`src/rtl/ifid_xlate_pkg.sv`:
```
package ifid_xlate_pkg;
   // Width of the logical unit number and of the device sequence field.
   localparam int LUN_W = 12;
   typedef logic [LUN_W-1:0] lun_t;
   // Unit numbers reserved for the built-in fallback interfaces.
   localparam lun_t LUN_NONE      = lun_t'(0);
   localparam lun_t LUN_RET_ZERO  = lun_t'(1);
   localparam lun_t LUN_RET_MONE  = lun_t'(2);
endpackage

```
`src/rtl/ifid_key_table.sv`:
```
module ifid_key_table
   import ifid_xlate_pkg::*;
#(
   parameter int XLEN    = 32,
   parameter int ENTRIES = 16,
   parameter int IDX_W   = $clog2(ENTRIES)
) (
   input  logic                     clk,
   input  logic                     rst_n,
   input  logic                     wr_en,
   input  logic [IDX_W-1:0]         wr_idx,
   input  logic                     wr_vld,
   input  logic [XLEN-1:0]          wr_key,
   input  lun_t                     wr_lun,
   input  logic [XLEN-1:0]          look_key,
   output logic [ENTRIES-1:0]       hit_vec,
   output logic [ENTRIES*LUN_W-1:0] lun_flat
);
   for (genvar i = 0; i < ENTRIES; i++) begin : g_ent
      logic            vld_q;
      logic [XLEN-1:0] key_q;
      lun_t            lun_q;

      always_ff @(posedge clk) begin
         if (!rst_n) begin
            vld_q <= 1'b0;
            key_q <= '0;
            lun_q <= LUN_NONE;
         end else if (wr_en && (wr_idx == IDX_W'(i))) begin
            vld_q <= wr_vld;
            key_q <= wr_key;
            lun_q <= wr_lun;
         end
      end

      assign hit_vec[i]                  = vld_q && (key_q == look_key);
      assign lun_flat[i*LUN_W +: LUN_W]  = lun_q;
   end
endmodule

```
`src/rtl/ifid_hit_select.sv`:
```
module ifid_hit_select
   import ifid_xlate_pkg::*;
#(
   parameter int ENTRIES = 16
) (
   input  logic [ENTRIES-1:0]       hit_vec,
   input  logic [ENTRIES*LUN_W-1:0] lun_flat,
   output logic                     any_hit,
   output lun_t                     lun_sel
);
   // Walk from the top so the lowest matching index is assigned last.
   always_comb begin
      any_hit = 1'b0;
      lun_sel = LUN_NONE;
      for (int i = ENTRIES - 1; i >= 0; i--) begin
         if (hit_vec[i]) begin
            any_hit = 1'b1;
            lun_sel = lun_flat[i*LUN_W +: LUN_W];
         end
      end
   end
endmodule

```
`src/rtl/ifid_unit_xlate.sv`:
```
module ifid_unit_xlate
   import ifid_xlate_pkg::*;
#(
   parameter int          XLEN         = 32,
   parameter int          ENTRIES      = 16,
   parameter bit          HAS_FALLBACK = 1'b1,
   parameter int unsigned FB_ZERO_ID   = 32'h000F_FFFE,
   parameter int unsigned FB_MONE_ID   = 32'h000F_FFFF,
   parameter int          IDX_W        = $clog2(ENTRIES)
) (
   input  logic             clk,
   input  logic             rst_n,
   input  logic             cfg_we,
   input  logic [IDX_W-1:0] cfg_idx,
   input  logic             cfg_valid,
   input  logic [XLEN-1:0]  cfg_key,
   input  logic [11:0]      cfg_unit,
   input  logic             req_valid,
   input  logic [XLEN-1:0]  req_rs1,
   input  logic [XLEN-1:0]  req_rs2,
   output logic             rsp_valid,
   output logic [XLEN-1:0]  rsp_word
);
   localparam int DATA_W = XLEN - LUN_W;

   // Elaboration-time parameter checks.
   if (XLEN <= LUN_W) begin : g_bad_xlen
      $error("ifid_unit_xlate: XLEN must exceed the unit field width");
   end
   if (ENTRIES < 2) begin : g_bad_entries
      $error("ifid_unit_xlate: ENTRIES must be at least 2");
   end
   if (IDX_W < $clog2(ENTRIES)) begin : g_bad_idx
      $error("ifid_unit_xlate: IDX_W too narrow for ENTRIES");
   end

   logic [ENTRIES-1:0]       hit_vec;
   logic [ENTRIES*LUN_W-1:0] lun_flat;
   logic                     tbl_hit;
   lun_t                     tbl_lun;
   logic                     fb_hit;
   lun_t                     fb_lun;
   lun_t                     lun_next;
   logic                     unused_rs2_hi;

   assign unused_rs2_hi = ^req_rs2[XLEN-1:DATA_W] ^ tbl_hit;

   ifid_key_table #(
      .XLEN    (XLEN),
      .ENTRIES (ENTRIES),
      .IDX_W   (IDX_W)
   ) u_table (
      .clk      (clk),
      .rst_n    (rst_n),
      .wr_en    (cfg_we),
      .wr_idx   (cfg_idx),
      .wr_vld   (cfg_valid),
      .wr_key   (cfg_key),
      .wr_lun   (cfg_unit),
      .look_key (req_rs1),
      .hit_vec  (hit_vec),
      .lun_flat (lun_flat)
   );

   ifid_hit_select #(
      .ENTRIES (ENTRIES)
   ) u_select (
      .hit_vec  (hit_vec),
      .lun_flat (lun_flat),
      .any_hit  (tbl_hit),
      .lun_sel  (tbl_lun)
   );

   // Built-in fallback interfaces, device 0 only.
   if (HAS_FALLBACK) begin : g_fallback
      logic [XLEN-1:0] key_zero;
      logic [XLEN-1:0] key_mone;
      assign key_zero = {DATA_W'(FB_ZERO_ID), LUN_W'(0)};
      assign key_mone = {DATA_W'(FB_MONE_ID), LUN_W'(0)};
      always_comb begin
         fb_hit = 1'b1;
         if (req_rs1 == key_zero)      fb_lun = LUN_RET_ZERO;
         else if (req_rs1 == key_mone) fb_lun = LUN_RET_MONE;
         else begin
            fb_hit = 1'b0;
            fb_lun = LUN_NONE;
         end
      end
   end else begin : g_no_fallback
      assign fb_hit = 1'b0;
      assign fb_lun = LUN_NONE;
   end

   assign lun_next = fb_hit ? fb_lun : tbl_lun;

   always_ff @(posedge clk) begin
      if (!rst_n) begin
         rsp_valid <= 1'b0;
         rsp_word  <= '0;
      end else begin
         rsp_valid <= req_valid;
         if (req_valid) begin
            rsp_word <= {req_rs2[DATA_W-1:0], lun_next};
         end
      end
   end
endmodule

```
`config.mk`:
```
export PLATFORM = sky130hd
export DESIGN_NAME = ifid_unit_xlate
export DESIGN_NICKNAME = d
export VERILOG_FILES = /design/src/rtl/ifid_xlate_pkg.sv /design/src/rtl/ifid_key_table.sv /design/src/rtl/ifid_hit_select.sv /design/src/rtl/ifid_unit_xlate.sv
export SDC_FILE = /design/constraint.sdc
export NUM_CORES = 2
export LEC_CHECK = 0
export BUFFER_PORTS_ARGS = -buffer_cell sky130_fd_sc_hd__buf_2
export CAP_MARGIN = 15
export CELL_PAD_IN_SITES_DETAIL_PLACEMENT = 1
export CELL_PAD_IN_SITES_GLOBAL_PLACEMENT = 2
export CORE_ASPECT_RATIO = 1.4
export CORE_MARGIN = 2
export CORE_UTILIZATION = 39
export CTS_CLUSTER_DIAMETER = 150
export CTS_CLUSTER_SIZE = 14
export DETAILED_ROUTE_END_ITERATION = 6
export PLACE_DENSITY_LB_ADDON = 0.1
export SYNTH_ARGS = -nofsm -noshare
export SYNTH_HDL_FRONTEND = slang
export SYNTH_SLANG_ARGS = --single-unit
```
`constraint.sdc`:
```
create_clock -name clk -period 5.5 [get_ports clk]
set_input_delay 0.55 -clock clk [delete_from_list [all_inputs] [get_ports clk]]
set_output_delay 0.55 -clock clk [all_outputs]
set_load 0.005 [all_outputs]
```
# Word level (Yosys, flattened, before mapping)
# Index checks and enable logic that the tools add are counted.
[word_totals] wordCells=137 out_inout_bits=33 regBits=753 in_bits=117
[classes] muxes=21 n_reduce_logical=33 n_eq_ne=33
[ops] operator="equality test 32 bit" count=16
[ops] operator="two-way mux 12 bit" count=17
[ops] operator="equality test 32 bit (second input constant)" count=2
[ops] operator="equality test 4 bit (second input constant)" count=8
[ops] operator="logical AND 1 bit" count=32
[ops] operator="equality test 4 x 3 -> 1 bit (second input constant)" count=4
[ops] operator="equality test 4 x 2 -> 1 bit (second input constant)" count=2
[ops] operator="equality test 4 x 1 -> 1 bit (second input constant)" count=1
[ops] operator="logical NOT 4 bit" count=1
[ops] operator="two-way mux 2 bit" count=2
[ops] operator="two-way mux 1 bit" count=2

# Longest topological paths before layout
[logic_depth] word_depth=19 mapped_depth=12 depth_no_buf=9

# Hierarchy
# From an unflattened synthesis, not the netlist that was laid out.
[unflattened] hier_cells=4392 area_unflattened_um2=35876.9
[by_module_without_submodules] module="ifid_key_table" cells_per_inst=4010 area_per_inst_um2=32675.1 n_inst=1 seq_area_each_um2=14413.8
[by_module_without_submodules] module="ifid_hit_select" cells_per_inst=238 area_per_inst_um2=1765.4 n_inst=1 seq_area_each_um2=0.0
[by_module_without_submodules] module="ifid_unit_xlate" cells_per_inst=144 area_per_inst_um2=1436.4 n_inst=1 seq_area_each_um2=660.6

# Worst setup path before layout
# Ideal clock, no wire load.
[synth_timing] kind="input-to-reg" from="input port req_rs1[31]" to="register rsp_word[1]" path_buffers=3 t_arrival_ns=2.655 path_slack_ns=2.720 cell_stages=12 t_required_ns=5.375 setup_time_ns=0.125 path_cell_list="buf_2 > buf_2 > xnor2_1 > nand4_1 > nor4_2 > nand3_1 > inv_1 > buf_2 > o31ai_1 > mux2_2 > o31ai_1 > a21oi_1"
[synth_between] elab_chain_len=19 elab_cells_between_ends=55 classes_between="eq/ne (18); mux (21); reduce/logical (16)"
[synth_rtl] item="from (decl)" line_no="ifid_unit_xlate.sv:19" rtl="input logic [XLEN-1:0] req_rs1,"
[synth_rtl] item="equality test 32 bit" line_no="ifid_key_table.sv:36" rtl="assign hit_vec[i] = vld_q && (key_q == look_key);"
[synth_rtl] item="logical AND 1 bit" line_no="ifid_key_table.sv:36"
[synth_rtl] item="two-way mux 12 bit (16 in series)" line_no="ifid_hit_select.sv:16" rtl="if (hit_vec[i]) begin"
[synth_rtl] item="two-way mux 12 bit (*)" line_no="ifid_unit_xlate.sv:94" rtl="assign lun_next = fb_hit ? fb_lun : tbl_lun;"
[synth_rtl] item="to (signal assigned)" line_no="ifid_unit_xlate.sv:103" rtl="rsp_word <= {req_rs2[DATA_W-1:0], lun_next};"
[synth_rtl] item="to (decl)" line_no="ifid_unit_xlate.sv:22" rtl="output logic [XLEN-1:0] rsp_word"
# Every way passes the cells marked *; elsewhere a longest branch is shown, timed or not.
# A chain may end at the register's enable or synchronous reset.

# Final worst setup path
[layout_timing] from="input port req_rs1[14]" to="register rsp_word[5]"
# The elaborated chain is that of the path after synthesis.

==> qor.csv <==
metric,value,unit
crit_type,in -> reg,
hold_start,req_rs2[6],
multi_input_area,17500,um2
worstPathRequired,6100,ps
p_leak,12.5,nW
via_per_inst,5.55,
dr.pass1.iters,5,
reg2reg_from,u_table.g_ent[2].key_q[14]$_SDFFE_PN0P_,
pin_count,150,
avgRoutedWirePerCell,26.7,um
cts_sinks,753,
dieArea,90300,um2
layout.nets,4519,
cts_hold_buf,0,
crit_chain,buf_2 -> xnor2_1 -> nand3_1 -> nor4_1 -> nand4_1 -> buf_4 -> nand3b_1 -> o21ai_0 -> nor3_1 -> nand4b_1 -> o21ai_1,
gp_congestion,0.872,
setup_tns,0,ps
ys_ff_latch,753,
grt_util_all_layers,32.6,%
rsz0062_at_grt,no,
cts_setup_buffers,0,
htree_num_levels,2,
start_util,39.4,%
skew,15.6,ps
rows,128,
p_per_area,286,nW/um2
worstSetupStartpointType,input port,
die_x,255,um
status,finished clean,
maxSlewViolCount,0,
synth_edf_count,0,
switching_power,2.91,mW
grt_pass1_vias,30274,
met3_usage,3.68,%
ant_nets,0,
use_met2,58.2,%
drt_wl_total,149,mm
syn_inst,4499,
seqCellArea,15100,um2
synth_nets,4616,
drt_iter0_markers,2090,
max_stage_delay,770,ps
yosys_most_used_dff,dfxtp_1,
critPathSlowestCell,nor3_1,
placed_cells_incl_taps,5511,
clkLatencyLatePin,680,ps
fin_crit_sh,69.3,%
synth_top_cells_by_area,"dfxtp_1 (44%), nand2_1 (17%), a21oi_1 (11%)",
path_delay_family,simple AND/OR/NAND/NOR gates,
period_minus_slack,3810,ps
synthMostInstantiatedCell,nand2_1,
r2r_cells,10,
worstHoldEndpoint,rsp_word[18]$_SDFFE_PN0P_,
cts_tree,done,
holdCritPathClass,in -> reg,
synth_top_area_share,44.0,%
die_h,355,um
met1_usage,38.1,%
setup_viol,0,
coreArea,87000,um2
via_count,30940,
pwr-share-clk,37.9,%
yosys_warnings,0,
drive_gt1_share,8.04,%
port_buffers,137,
cp_num_buf_inv,2,
drv_cap,0,
clk_pin_slew,70,ps
tightest_slew,1140,ps
worstReg2RegEnd,rsp_word[5]$_SDFFE_PN0P_,
avgSynthCellArea,7.62,um2
finalHoldViolations,0,
syn_area,34300,um2
syn2layout_area_growth,8.71,%
postCtsResizedCells,0,
vdd_drop_max,0.000283,V
clock_path_buffers,3,
layout.cells.non_filler,5575,
fmax,0.262,GHz
pwr-share-seq,52.3,%
grt_max_degree,142,
rrSetupSlack,2010,ps
whs,111,ps
synth_seq_area_share,44.0,%
synth_largest_area_cell,dfxtp_1,
ys_types,63,
grt-busiest-layer,met2,
holdPathStages,3,
power_frac_comb,9.8,%
dp_hpwl,92.9,mm
swShare,27.4,%
synthTopCellsByCount,"nand2_1 (1525), dfxtp_1 (753), a21oi_1 (740)",
critPathCaptureType,flop,
p_int,7.73,mW
gr-total-overflow,0,
antenna_found_initial,3,
nFillCells,10689,
path_max_fanout,14,
cts-buffers-inserted,59,
crit_arrival,4410,ps
root_buffer,clkbuf_16,
async_flop_share,0,%
grt_pass1_wl,213,mm
slew_headroom,23.7,%
drc,0,
[per-layer routing]
layer / vias to the layer above / part of all wire [%]
met2: 689 / 50
met3: 293 / 3.9
met5: - / 0
met1: 15538 / 40
li1: 14420 / -
met4: 0 / 6.1
[how the worst max path moves through the flow]
| stage | depth (start not counted) | startpoint | endpoint | slack [ps] |
|---|---|---|---|---|
| floorplan | 12 | req_rs1[31] | rsp_word[1]$_SDFFE_PN0P_ | 2720 |
| global placement | 11 | req_rs1[28] | rsp_word[10]$_SDFFE_PN0P_ | 1210 |
| detailed placement | 11 | req_rs1[28] | rsp_word[10]$_SDFFE_PN0P_ | 1140 |
| CTS | 10 | req_rs1[14] | rsp_word[0]$_SDFFE_PN0P_ | 1840 |
| global route | 11 | req_rs1[14] | rsp_word[5]$_SDFFE_PN0P_ | 1610 |
| finish | 11 | req_rs1[14] | rsp_word[5]$_SDFFE_PN0P_ | 1690 |
[final cells by class]
| cell class | instances | area share, % |
|---|---|---|
| well taps | 1170 | 3.93 |
| flip-flops and latches | 753 | 40.5 |
| diodes | 2 | 0.0134 |
| multi-input cells | 3315 | 47.0 |
| clock buffers | 61 | 4.10 |
| inverters | 30 | 0.322 |
| repair buffers | 243 | 4.11 |
| clock inverters | 1 | 0.0134 |
[registers in the layout (all words and copies together) (netlist names)]
signal               flops
rsp_word                32
rsp_valid                1
u_table.g_ent.key_q    512
u_table.g_ent.lun_q    192
u_table.g_ent.vld_q     16
[through the flow]
step                      cell area (um2)  util (%)  setup slack (ps)  total power [mW]
after global routing                37200      42.8              1610              10.9
after global placement              35700      41.1              1210              6.72
final                               37200      42.8              1690              10.6
after floorplan                     34300         -              2720              6.28
after detailed placement            35700      41.1              1140              6.73
after CTS                           37200      42.8              1840              10.7
[power groups by stage]
| stage | clock, mW | combinational (mW) | sequential, mW |
|---|---|---|---|
| finish | 4.03 | 1.04 | 5.57 |
| global route | 4.28 | 1.09 | 5.58 |
| CTS | 4.12 | 1.04 | 5.57 |
| detailed placement | 0 | 1.03 | 5.70 |
| global placement | 0 | 1.03 | 5.70 |
| floorplan | 0 | 0.588 | 5.69 |
[worst register-to-register path: stages (launching register included)]
cell	delay [ps]
dfxtp_1	320
xnor2_1	160
nand3_1	100
nor4_1	450
nand4_1	700
buf_4	400
nand3b_1	80
o21ai_0	110
nor3_1	770
nand4b_1	180
o21ai_1	170
[cell usage in the layout (no fill, tap or decap), types with 5 or more instances in the layout]
master,instances
nand2_1,1519
dfxtp_1,753
a21oi_1,740
xnor2_1,322
xor2_1,184
buf_2,137
buf_4,102
nand4_1,89
nor2_1,71
nor4_1,63
clkbuf_16,61
nand3_1,37
o21ai_0,36
mux2i_1,30
inv_1,28
nor3_1,25
o31ai_1,13
nor2_4,12
nand4b_1,12
and3_1,11
a22o_1,11
nand3b_1,9
a221oi_1,9
o311a_1,9
a211o_1,9
o21ai_1,9
a22oi_1,8
nor3b_1,7
nand2_2,6
nor3_2,6
nand2b_1,5
[kinds of logic (layout without fill, tap and decap cells)]
| group | Yosys count | count (layout) | synth area share [%] |
|---|---|---|---|
| buf+inv | 431 | 335 | 5.35 |
| flops | 753 | 753 | 44.0 |
| xor+xnor | 506 | 506 | 12.9 |
| compound gates | 873 | 873 | 13.7 |
| mux | 32 | 32 | 0.942 |
| other cells | 0 | 2 | 0 |
| simple gates | 1904 | 1904 | 23.1 |
(Power assumes the default switching activity.)
